### src/rtl/tiled_gemm_seq.sv
module tiled_gemm_seq #(
  parameter int N    = 4,
  parameter int DW   = 8,
  parameter int ACCW = 32,
  parameter int DIMW = 8
) (
  input  logic              clk,
  input  logic              rst_n,
  input  logic              start,
  input  logic [DIMW-1:0]   dim_m,
  input  logic [DIMW-1:0]   dim_k,
  input  logic [DIMW-1:0]   dim_p,
  output logic              busy,
  output logic              done,
  output logic              a_re,
  output logic [DIMW-1:0]   a_row,
  output logic [DIMW-1:0]   a_col,
  input  logic [N*DW-1:0]   a_rdata,
  output logic              b_re,
  output logic [DIMW-1:0]   b_row,
  output logic [DIMW-1:0]   b_col,
  input  logic [N*DW-1:0]   b_rdata,
  output logic              c_re,
  output logic [DIMW-1:0]   c_rrow,
  output logic [DIMW-1:0]   c_rcol,
  input  logic [N*ACCW-1:0] c_rdata,
  output logic              c_we,
  output logic [DIMW-1:0]   c_wrow,
  output logic [DIMW-1:0]   c_wcol,
  output logic [N*ACCW-1:0] c_wdata,
  output logic [N-1:0]      c_wmask,
  output logic              c_last,
  output logic              arr_wvalid,
  output logic [N*DW-1:0]   arr_wrow,
  output logic              arr_avalid,
  output logic [N*DW-1:0]   arr_avec,
  output logic [N*ACCW-1:0] arr_dvec,
  input  logic              arr_rvalid,
  input  logic [N*ACCW-1:0] arr_rvec
);
  localparam logic [DIMW-1:0] NV = DIMW'(N);
  localparam logic [DIMW:0]   NW = (DIMW+1)'(N);

  typedef enum logic [2:0] {S_IDLE, S_LOAD, S_STREAM, S_DRAIN, S_DONE} state_t;
  state_t st;

  logic [DIMW-1:0] m_q, k_q, p_q;
  logic [DIMW-1:0] mt, pt, kt, cnt, wcnt;
  logic            ld_q, st_q, brow_q;

  logic [DIMW:0]   mn, kn, pn;
  logic [DIMW-1:0] mbase, kbase, pbase, rem_m, ra;
  logic [N-1:0]    kmask, pmask;
  logic            kt_last, pt_last, mt_last, slice_end, any_zero;

  assign mn = ({1'b0, m_q} + NW - 1'b1) / NW;
  assign kn = ({1'b0, k_q} + NW - 1'b1) / NW;
  assign pn = ({1'b0, p_q} + NW - 1'b1) / NW;

  assign mbase = DIMW'(mt * NV);
  assign kbase = DIMW'(kt * NV);
  assign pbase = DIMW'(pt * NV);
  assign rem_m = m_q - mbase;
  assign ra    = (rem_m >= NV) ? NV : rem_m;

  assign kt_last   = ({1'b0, kt} == kn - 1'b1);
  assign pt_last   = ({1'b0, pt} == pn - 1'b1);
  assign mt_last   = ({1'b0, mt} == mn - 1'b1);
  assign slice_end = (st == S_DRAIN) && arr_rvalid && (wcnt == ra - 1'b1);
  assign any_zero  = (dim_m == '0) || (dim_k == '0) || (dim_p == '0);

  for (genvar j = 0; j < N; j++) begin : g_lane
    assign kmask[j] = ({1'b0, kbase} + (DIMW+1)'(j)) < {1'b0, k_q};
    assign pmask[j] = ({1'b0, pbase} + (DIMW+1)'(j)) < {1'b0, p_q};
    assign arr_wrow[j*DW +: DW]   = (brow_q && pmask[j]) ? b_rdata[j*DW +: DW] : '0;
    assign arr_avec[j*DW +: DW]   = (st_q && kmask[j]) ? a_rdata[j*DW +: DW] : '0;
    assign arr_dvec[j*ACCW +: ACCW] = (st_q && kt != '0 && pmask[j]) ? c_rdata[j*ACCW +: ACCW] : '0;
  end

  assign busy   = (st != S_IDLE);
  assign done   = (st == S_DONE);
  assign b_re   = (st == S_LOAD);
  assign b_row  = kbase + cnt;
  assign b_col  = pbase;
  assign a_re   = (st == S_STREAM);
  assign a_row  = mbase + cnt;
  assign a_col  = kbase;
  assign c_re   = (st == S_STREAM) && (kt != '0);
  assign c_rrow = mbase + cnt;
  assign c_rcol = pbase;

  assign c_we    = arr_rvalid;
  assign c_wrow  = mbase + wcnt;
  assign c_wcol  = pbase;
  assign c_wdata = arr_rvec;
  assign c_wmask = pmask;
  assign c_last  = kt_last;

  assign arr_wvalid = ld_q;
  assign arr_avalid = st_q;

  always_ff @(posedge clk or negedge rst_n) begin
    if (!rst_n) begin
      ld_q   <= 1'b0;
      st_q   <= 1'b0;
      brow_q <= 1'b0;
    end else begin
      ld_q   <= b_re;
      st_q   <= a_re;
      brow_q <= b_re && ({1'b0, b_row} < {1'b0, k_q});
    end
  end

  always_ff @(posedge clk or negedge rst_n) begin
    if (!rst_n) begin
      st   <= S_IDLE;
      m_q  <= '0;
      k_q  <= '0;
      p_q  <= '0;
      mt   <= '0;
      pt   <= '0;
      kt   <= '0;
      cnt  <= '0;
      wcnt <= '0;
    end else begin
      case (st)
        S_IDLE: if (start) begin
          m_q <= dim_m;
          k_q <= dim_k;
          p_q <= dim_p;
          mt  <= '0;
          pt  <= '0;
          kt  <= '0;
          cnt <= '0;
          wcnt <= '0;
          st  <= any_zero ? S_DONE : S_LOAD;
        end
        S_LOAD: begin
          if (cnt == NV - 1'b1) begin
            cnt <= '0;
            st  <= S_STREAM;
          end else begin
            cnt <= cnt + 1'b1;
          end
        end
        S_STREAM: begin
          if (cnt == ra - 1'b1) begin
            cnt <= '0;
            st  <= S_DRAIN;
          end else begin
            cnt <= cnt + 1'b1;
          end
        end
        S_DRAIN: if (slice_end) begin
          st <= S_LOAD;
          if (!kt_last) begin
            kt <= kt + 1'b1;
          end else begin
            kt <= '0;
            if (!pt_last) begin
              pt <= pt + 1'b1;
            end else begin
              pt <= '0;
              if (!mt_last) mt <= mt + 1'b1;
              else          st <= S_DONE;
            end
          end
        end
        S_DONE:  st <= S_IDLE;
        default: st <= S_IDLE;
      endcase

      if (slice_end)       wcnt <= '0;
      else if (arr_rvalid) wcnt <= wcnt + 1'b1;
    end
  end
endmodule

### config.mk
export PLATFORM = sky130hd
export DESIGN_NAME = tiled_gemm_seq
export DESIGN_NICKNAME = d
export VERILOG_FILES = /design/src/rtl/tiled_gemm_seq.sv
export SDC_FILE = /design/constraint.sdc
export NUM_CORES = 1
export LEC_CHECK = 0
export BUFFER_PORTS_ARGS = -buffer_cell sky130_fd_sc_hd__buf_2
export CAP_MARGIN = 20
export CORE_AREA = 2 2 294 296
export CTS_CLUSTER_DIAMETER = 60
export DETAILED_ROUTE_END_ITERATION = 16
export DIE_AREA = 0 0 296 298
export GPL_ROUTABILITY_DRIVEN = 0
export MAX_ROUTING_LAYER = met4
export SYNTH_ARGS = -nofsm -noshare
export SYNTH_HDL_FRONTEND = slang
export SYNTH_SLANG_ARGS = --single-unit
### constraint.sdc
create_clock -name clk -period 4.75 [get_ports clk]
set_input_delay 0.7125 -clock clk [delete_from_list [all_inputs] [get_ports clk]]
set_output_delay 0.7125 -clock clk [all_outputs]
set_load 0.005 [all_outputs]
==> summary.txt, run 1 <==
Yosys
  • Syn Inst Count: 1095
  • Mux cell area share after synthesis: less than 1%
  • Largest family of logic cells by synthesized area: simple AND/OR/NAND/NOR gates
  • Ys Warns: 0
  • Ys flop type: dfrtp_1
  • Simple logic cell fraction of the synthesized area: between 20% and 30%
  • Synth cell types: between 70 and 80
  • Sequential share of the synthesized area: 20.7%
  • Seq cells post-synth: 70
  • Avg Inst Size Synth: 7.72 µm²
  • Synth Area in Compound Gates: about 14%
  • Cell Area, Synth: 0.00846 mm²
  • Post-synthesis xor/xnor area fraction: between 6 and 7%
  • Asr flop ratio synth: 100%
  • Post-synth EDFFs: 0
  • Synth Area in Adders: 8.49%

Route
  • Wire per inst: around 23 µm
  • Drt drc: 0
  • Via-to-Cell Ratio: roughly 3.5
  • DRT antenna net count: 0
  • Pre-Repair DR Iteration Count: 5
  • DR iter-0 viols: 606
  • Post-Route WL: between 50 and 60 mm
  • Vias: 9100

Final layout
  • Commonest non-fill, non-tap cell in the layout: buf_2
  • Final core occ: ~13%
  • Final instance area: approximately 0.011 mm²
  • Most frequent cells in the layout: buf_2, and2_1, nand2_1
  • Share of cells above drive strength 1: around 38%
  • Layout Nets: 1807
  • Fillers: 9946
  • Area of the multi-input gates: ~0.0050 mm²
  • Area delta synth->final: 34.9%
  • Seq. cell area: roughly 0.0018 mm²

Place
  • PortBufs: 480
  • Post-DP Area: 0.0110 mm²
  • Setup WS pre-CTS: 0.200 ns
  • DP HPWL: about 53 mm

GRT
  • GRT Residual Overflow: 0
  • Vias in the first global route: approximately 8600
  • Largest net degree at the start of global routing: 48
  • Total global routing track utilization: between 10% and 20%
  • Initial antenna violation count: 37
  • First-pass GRT wire length: 77.0 mm

Critical path
  • Worst path cell trace: inv_1 > ha_1 > fa_1 > nand2b_1 > a211o_1 > o22a_1 > nor2_2 > nand2_1 > ha_1 > xor2_1 > and3_1 > o211ai_1 > nor3_1 > o22ai_1 > or4b_4 > or4_1 > o21ai_0
  • Worst path max stage delay: around 0.6 ns
  • CP max-delay cell: or4b_4
  • CP max FO: 6
  • Kind of critical path: reg2reg
  • Critical Path Sink Type: flop
  • Crit path DAT: between 4 and 5 ns
  • Data required, critical path: 5.02 ns
  • Startpoint types: flop
  • CP most frequent cell: ha_1

Timing
  • Peak Freq: 223 MHz
  • Final period utilization: between 90% and 100%
  • Worst-Margin Slew: about 1.1 ns
  • Final worst setup slack: 0.273 ns
  • Final Hold Fails: 0
  • Slew HR: around 30%
  • Max Clock Skew: 0.00670 ns
  • Slew Limit Fails: 0
  • Minimum clock period: between 4 and 5 ns
  • RSZ-0062 raised after global routing: yes
  • Worst hold slack: 0.534 ns
  • Final setup vio count: 0

Clocking
  • Clk sinks: 70
  • Cts bufs inserted: 9
  • Root Buffer: clkbuf_16
  • CTS tree: done
  • Clock tree buffer depth: 2
  • Reg clk slew, reported paths: roughly 0.06 ns
  • Clk Latency, worst-skew pair: roughly 0.35 ns
  • # H-tree levels: 3

Floorplanning
  • Site row count: about 110
  • Initial Utilization: 9.96%
  • Die area: roughly 0.09 mm²
  • I/O pin cnt: around 750
  • Die W: 296 µm
  • Die Span Y: around 300 µm
  • Core box area: approximately 0.085 mm²

Worst hold path
  • Hold Crit Class: in2async

Run
  • MaxCap Viol Count: 0

Pwr
  • Leak Pwr: roughly 0.006 µW
  • Power Dens Cells: a little over 500 mW/mm²
  • VDD IR max: between 400 and 500 µV

Status
  • Status: finished clean
critical path: cells and delay by family (launching register included):
family	cells	cell delay (ns)
xor+xnor	1	0.15
buf+inv	1	0.12
flops	1	0.41
simple gates	7	1.84
fa+ha+maj	3	0.96
compound gates	5	0.89
path summary, 6_finish.rpt:
kind | startpoint | endpoint | slack (ns) | depth (start not counted)
max | m_q[2] | mt[6] | 0.27 | 17
min | rst_n | m_q[4] | 0.53 | 1
max reg2reg | m_q[2] | mt[6] | 0.27 | 17
min reg2reg | pt[7] | pt[7] | 0.54 | 3
max in group asynchronous | rst_n | k_q[2] | 3.20 | 2
min in group clk | pt[7] | pt[7] | 0.54 | 3
registers in the layout, summed over array words and instances (netlist names):
register,cells
pt,8
m_q,8
brow_q,1
cnt,8
arr_wvalid,1
k_q,8
wcnt,8
kt,8
p_q,8
arr_avalid,1
st,3
mt,8
final cells by class:
cell class | instances | share of cell area (%)
inverters | 60 | 1.97
repair buffers | 506 | 22.9
clock inverters | 6 | 0.768
diodes | 15 | 0.329
flip-flops and latches | 70 | 15.4
multi-input cells | 757 | 44.2
clock buffers | 9 | 1.97
well taps | 1144 | 12.5
metal layers:
layer	global-route usage (%)	wire length, µm	up-vias
met5	-	0	-
met4	3.69	1880	0
met3	6.52	7780	95
met2	22.0	28300	608
met1	13.8	22000	4237
li1	-	-	4160
synth_stat cells (all sizes together) (4+ instances only):
cell	count	area (µm²)
a2111oi	4	41.3
a211oi	7	57.6
a21boi	4	30.0
a21o	24	181
a21oi	43	215
a31oi	4	25.0
and2	170	1060
and3	39	244
buf	182	1370
clkbuf	34	128
dfrtp	70	1750
fa	4	80.1
ha	51	638
inv	59	221
nand2	87	327
nand2b	7	43.8
nand3	20	100
nand3b	5	37.5
nand4	4	25.0
nor2	42	158
nor2b	4	25.0
nor3	19	95.1
nor3b	7	52.6
nor4	16	100
o211ai	9	67.6
o21a	5	37.5
o21ai	41	205
o21bai	4	30.0
o22ai	11	68.8
or3	8	51.3
or4	7	56.3
xnor2	46	403
xor2	14	123
where the power goes:
part	leakage [µW]	switching, µW	total [µW]	internal [µW]
combinational	0.00491	2240	3850	1620
clock	0.000155	276	733	457
sequential	0.000872	387	1170	787
per-stage QoR:
stage / std cells / TNS (ns) / power, µW
4_1_cts: 2546 / 0 / 5820
6_report: 2567 / 0 / 5760
5_1_grt: 2565 / -0.0745 / 6280
3_3_place_gp: 2531 / 0 / 5010
3_5_place_dp: 2531 / 0 / 5040
2_1_floorplan: 1102 / 0 / 3480
logic make-up (layout without fill, tap and decap cells):
family	after synthesis	after routing
buffers and inverters	276	581
AO/OA/AOI/OAI	184	184
multiplexers	5	5
other	1	23
AND/OR/NAND/NOR	443	444
flip-flops	70	70
XOR/XNOR	61	61
adder cells (fa/ha/maj)	55	55
what timing repair did:
action	in CTS	in global routing
endpoints found under the setup margin	0	7
setup buffers	0	3
resized for setup	0	2
hold buffers	0	0
No activity file was read; power rests on OpenSTA's default activity.
==> inputs of run 2 (changes only) <==
--- a/config.mk
+++ b/config.mk
@@ -7,10 +7,10 @@
 export LEC_CHECK = 0
 export BUFFER_PORTS_ARGS = -buffer_cell sky130_fd_sc_hd__buf_2
 export CAP_MARGIN = 20
-export CORE_AREA = 2 2 294 296
+export CORE_AREA = 2 2 290 292
 export CTS_CLUSTER_DIAMETER = 60
 export DETAILED_ROUTE_END_ITERATION = 16
-export DIE_AREA = 0 0 296 298
+export DIE_AREA = 0 0 292 294
 export GPL_ROUTABILITY_DRIVEN = 0
 export MAX_ROUTING_LAYER = met4
 export SYNTH_ARGS = -nofsm -noshare
==> constraint.sdc (replaced) <==
create_clock -name clk -period 5.3 [get_ports clk]
set_input_delay 0.795 -clock clk [delete_from_list [all_inputs] [get_ports clk]]
set_output_delay 0.795 -clock clk [all_outputs]
set_load 0.005 [all_outputs]
==> summary.txt, run 2 (synthesis results as in run 1) <==
Critical path
  • Data required, critical path: 5.56 ns
  • Reg-to-reg startpoint: m_q[2]
  • CP max FO: 14
  • Setup slack, reg-to-reg: approximately 0.46 ns
  • Worst R2R Path Depth: 16
  • Critical Path Sink Type: flop
  • Kind of critical path: reg2reg
  • Worst R2R End: mt[6]
  • Startpoint types: flop
  • Crit path DAT: around 5.1 ns

Clocking
  • # H-tree levels: 3
  • Post_cts resized: 0
  • # Post-CTS Setup Buffers: 0
  • Clk Latency, worst-skew pair: ~0.34 ns
  • Number of hold buffers added after cts: 0
  • Reg clk slew, reported paths: roughly 0.070 ns
  • Cts bufs inserted: 9
  • Clock tree buffer depth: 2
  • CTS tree: done
  • Clk sinks: 70
  • Root Buffer: clkbuf_16

Final layout
  • Most frequent cells in the layout: buf_2, and2_1, nand2_1
  • Share of cells above drive strength 1: 37.8%
  • Final instance area: about 0.011 mm²
  • Area of the multi-input gates: approximately 0.0050 mm²
  • Layout Nets: ~1800
  • Fillers: between 9000 and 10000
  • Commonest non-fill, non-tap cell in the layout: buf_2
  • Seq. cell area: around 0.0018 mm²
  • Area delta synth->final: 33.2%

Pwr
  • VDD IR max: 283 µV
  • Leak Pwr: between 0.005 and 0.006 µW
  • Power Dens Cells: 459 mW/mm²

Floorplanning
  • I/O pin cnt: approximately 750
  • Die area: ~0.086 mm²
  • Die W: 292 µm
  • Site row count: between 100 and 150
  • Die Span Y: between 200 and 300 µm
  • Core box area: around 0.083 mm²
  • Initial Utilization: roughly 10%

GRT
  • Initial antenna violation count: 28
  • Largest net degree at the start of global routing: between 40 and 50
  • GRT Residual Overflow: 0
  • Total global routing track utilization: a little over an eighth
  • First-pass GRT wire length: 73.5 mm
  • Vias in the first global route: 8094

Timing
  • RSZ-0062 raised after global routing: no
  • Fin Setup TNS: 0 ns
  • Peak Freq: 206 MHz
  • Max Clock Skew: about 0.013 ns
  • Final period utilization: slightly above 90%
  • Minimum clock period: roughly 4.8 ns
  • Slew HR: 29.1%
  • Final Hold Fails: 0
  • Final setup vio count: 0
  • Final worst setup slack: 0.456 ns
  • Slew Limit Fails: 0
  • Worst-Margin Slew: ~1.1 ns

Status
  • Status: finished clean

Route
  • Wire per inst: 23.4 µm
  • Drt drc: 0
  • DR iter-0 viols: around 730
  • Pre-Repair DR Iteration Count: 7
  • DRT antenna net count: 0
  • Via-to-Cell Ratio: about 3.6
  • Vias: between 9000 and 10000
  • Post-Route WL: around 60 mm

Place
  • PortBufs: between 400 and 500
  • Post-DP Area: ~0.011 mm²
  • Setup WS pre-CTS: ~0.52 ns
  • DP HPWL: about 51 mm

Worst hold path
  • Hold Crit Class: in2async

Run
  • MaxCap Viol Count: 0
run 2: stage by stage:
| stage | instances | power [µW] | hold slack [ns] | util, % |
|---|---|---|---|---|
| 5_1_grt | 2493 | 5600 | 0.552 | 13.6 |
| 3_3_place_gp | 2460 | 4500 | 0.537 | 13.1 |
| 4_1_cts | 2477 | 5240 | 0.522 | 13.5 |
| 3_5_place_dp | 2461 | 4540 | 0.545 | 13.1 |
| 6_report | 2498 | 5170 | 0.505 | 13.6 |
| 2_1_floorplan | 1102 | 3120 | 0.499 | - |
run 2: area by class of cell:
class | count | area share [%]
Multi-Input combinational cell | 756 | 44.6
Timing Repair Buffer | 495 | 22.5
Sequential cell | 70 | 15.6
Tap cell | 1080 | 12.0
Clock buffer | 11 | 2.16
Inverter | 60 | 2.00
Clock inverter | 5 | 0.722
Antenna cell | 21 | 0.467
run 2: worst max path at each step:
stage | from | endpoint | cells after the start
4_1_cts | m_q[2] | mt[6] | 16
2_1_floorplan | m_q[2] | mt[7] | 17
3_3_place_gp | m_q[2] | mt[6] | 16
6_report | m_q[2] | mt[6] | 16
5_1_grt | m_q[2] | mt[5] | 16
3_5_place_dp | m_q[2] | mt[6] | 16
run 2: report_power, final:
part / switching [µW] / total [µW] / internal (µW) / leakage, µW
sequential: 369 / 1070 / 705 / 0.000872
combinational: 1990 / 3420 / 1430 / 0.00486
clock: 245 / 671 / 426 / 0.000156
total: 2600 / 5170 / 2570 / 0.00588
run 2: worst max-delay path, stage by stage, from the launching register on:
cell and delay, ns:
dfrtp_1 0.42, inv_1 0.12, ha_1 0.24, fa_1 0.40
nand2b_1 0.18, a211o_1 0.27, o22a_1 0.26, nor2_1 0.25
nand2_1 0.10, ha_1 0.30, o41ai_1 0.43, o211ai_1 0.15
nor3_1 0.15, o22ai_1 0.25, or4b_4 0.69, or4_1 0.48
o21ai_0 0.08
run 2: routing by layer:
layer | up-vias | GRT usage [%] | routed length, µm
met4 | 0 | 5.97 | 2330
met5 | - | - | 0
met1 | 4164 | 13.6 | 20600
met2 | 674 | 20.9 | 27700
met3 | 99 | 6.23 | 7860
li1 | 4148 | - | -
==> inputs of run 3 (changes only) <==
--- a/config.mk
+++ b/config.mk
@@ -7,12 +7,15 @@
 export LEC_CHECK = 0
 export BUFFER_PORTS_ARGS = -buffer_cell sky130_fd_sc_hd__buf_2
 export CAP_MARGIN = 20
-export CORE_AREA = 2 2 290 292
+export CELL_PAD_IN_SITES_DETAIL_PLACEMENT = 0
+export CELL_PAD_IN_SITES_GLOBAL_PLACEMENT = 1
+export CORE_AREA = 2 2 287 289
 export CTS_CLUSTER_DIAMETER = 60
 export DETAILED_ROUTE_END_ITERATION = 16
-export DIE_AREA = 0 0 292 294
+export DIE_AREA = 0 0 289 291
 export GPL_ROUTABILITY_DRIVEN = 0
 export MAX_ROUTING_LAYER = met4
+export PLACE_DENSITY_LB_ADDON = 0.1
 export SYNTH_ARGS = -nofsm -noshare
 export SYNTH_HDL_FRONTEND = slang
 export SYNTH_SLANG_ARGS = --single-unit
==> summary.txt, run 3 (synthesis results as in run 1) <==
Floorplanning
  • Die W: just under 300 µm
  • Site row count: about 110
  • Die Span Y: ~290 µm
  • Initial Utilization: a little over a tenth
  • I/O pin cnt: roughly 750
  • Die area: ~0.084 mm²
  • Core box area: between 0.08 and 0.09 mm²

Clocking
  • Cts bufs inserted: 9
  • # Post-CTS Setup Buffers: 0
  • Clk sinks: 70
  • Number of hold buffers added after cts: 0
  • Root Buffer: clkbuf_16
  • Clk Latency, worst-skew pair: 0.37 ns
  • Post_cts resized: 0
  • Clock tree buffer depth: 2
  • # H-tree levels: 3
  • CTS tree: done
  • Reg clk slew, reported paths: 0.07 ns

Timing
  • Final setup vio count: 0
  • Peak Freq: about 210 MHz
  • Slew Limit Fails: 0
  • Final Hold Fails: 0
  • Slew HR: about a third
  • RSZ-0062 raised after global routing: no
  • Max Clock Skew: between 0.015 and 0.02 ns
  • Worst-Margin Slew: between 0.9 and 1 ns
  • Fin Setup TNS: 0 ns
  • Final period utilization: 88.8%
  • Minimum clock period: about 4.7 ns
  • Worst hold slack: 0.346 ns

Route
  • Pre-Repair DR Iteration Count: 4
  • Post-Route WL: 53.9 mm
  • Drt drc: 0
  • Wire per inst: ~22 µm
  • DR iter-0 viols: roughly 440
  • Vias: 8568
  • Via-to-Cell Ratio: 3.46
  • DRT antenna net count: 0

Final layout
  • Area of the multi-input gates: between 0.005 and 0.006 mm²
  • Fillers: ~9400
  • Final core occ: about 14%
  • Fin cells: between 2000 and 2500
  • Commonest non-fill, non-tap cell in the layout: buf_2
  • Seq. cell area: between 0.0015 and 0.002 mm²
  • Share of cells above drive strength 1: approximately two fifths
  • Area delta synth->final: 33.1%
  • Most frequent cells in the layout: buf_2, and2_1, nand2_1
  • Layout Nets: approximately 1800

Critical path
  • Crit path DAT: approximately 5 ns
  • Critical Path Sink Type: flop
  • Data required, critical path: approximately 5.6 ns
  • Startpoint types: flop
  • CP max FO: 14
  • Kind of critical path: reg2reg

Pwr
  • Pint: around 2500 µW
  • Leak Pwr: a little under 0.006 µW
  • VDD IR max: 159 µV
  • Sw frac: 50.0%
  • Flop pwr share: between 20% and 30%
  • Combinational power share: 64.5%
  • Clock Power Share: ~14%
  • Power Dens Cells: 453 mW/mm²
  • Switching pwr: ~2600 µW

GRT
  • Largest net degree at the start of global routing: 48
  • Initial antenna violation count: 8
  • First-pass GRT wire length: a little over 70 mm
  • Vias in the first global route: about 8300
  • GRT Residual Overflow: 0
  • Total global routing track utilization: 12.6%

Place
  • Cell Count Post-Placement: between 2000 and 2500
  • DP HPWL: ~46 mm
  • PortBufs: 480

Run
  • MaxCap Viol Count: 0

Worst hold path
  • Hold Crit Class: in2async

Status
  • Status: finished clean
[run 3: cell types whose count changed in the layout (fill, tap and decap cells not counted), sizes merged]
cell	before	now
diode	21	3
buf	495	503
clkinvlp	1	2
clkbuf	11	10
[run 3: final timing paths]
check / start / end / slack [ns] / cells after the start
hold / removal: rst_n / arr_avalid / 0.35 / 1
setup reg to reg: m_q[2] / mt[6] / 0.60 / 16
setup / recovery: m_q[2] / mt[6] / 0.60 / 16
max in group asynchronous: rst_n / m_q[6] / 3.88 / 2
hold reg to reg: cnt[0] / cnt[0] / 0.54 / 1
min in group clk: cnt[0] / cnt[0] / 0.54 / 1
[run 3: metrics by stage]
| step | total power (µW) | instance area (µm²) | setup WS (ns) |
|---|---|---|---|
| after CTS | 5260 | 11200 | 0.567 |
| after floorplan | 3120 | 8480 | 1.03 |
| after global routing | 5660 | 11300 | 0.270 |
| after global placement | 4530 | 10900 | 0.603 |
| after detailed placement | 4490 | 10900 | 0.573 |
| final | 5100 | 11300 | 0.596 |
[run 3: per-layer routing]
layer  global-route usage [%]  wire, µm  vias to the layer above
met4                     3.28      1260                        0
met3                     5.01      5450                       42
met2                     20.9     25800                      470
met1                     14.0     21400                     3924
li1                         -         -                     4132
met5                        -         0                        -
[run 3: final cells by class]
type                       count  share of cell area [%]
multi-input combinational    756                    44.6
sequential                    70                    15.6
clock buffer                  10                    2.12
clock inverter                 6                   0.822
antenna                        3                  0.0667
tap                         1070                    11.9
inverter                      60                    2.00
timing repair buffer         503                    22.9
[run 3: critical path: stages (launching register included)]
cell      delay [ns]
dfrtp_1         0.42
inv_1           0.13
ha_1            0.25
fa_1            0.40
nand2b_1        0.18
a211o_1         0.28
o22a_1          0.26
nor2_1          0.26
nand2_1         0.09
ha_1            0.31
o41ai_1         0.37
o211ai_1        0.14
nor3_1          0.15
o22ai_1         0.15
or4b_4          0.67
or4_1           0.49
o21ai_0         0.08
[run 3: power by group through the flow]
stage | clock (µW) | sequential [µW] | combinational [µW]
after floorplan | 0 | 913 | 2210
after global placement | 0 | 1110 | 3420
after detailed placement | 0 | 1110 | 3380
after CTS | 766 | 1100 | 3400
after global routing | 783 | 1140 | 3740
final | 727 | 1080 | 3290
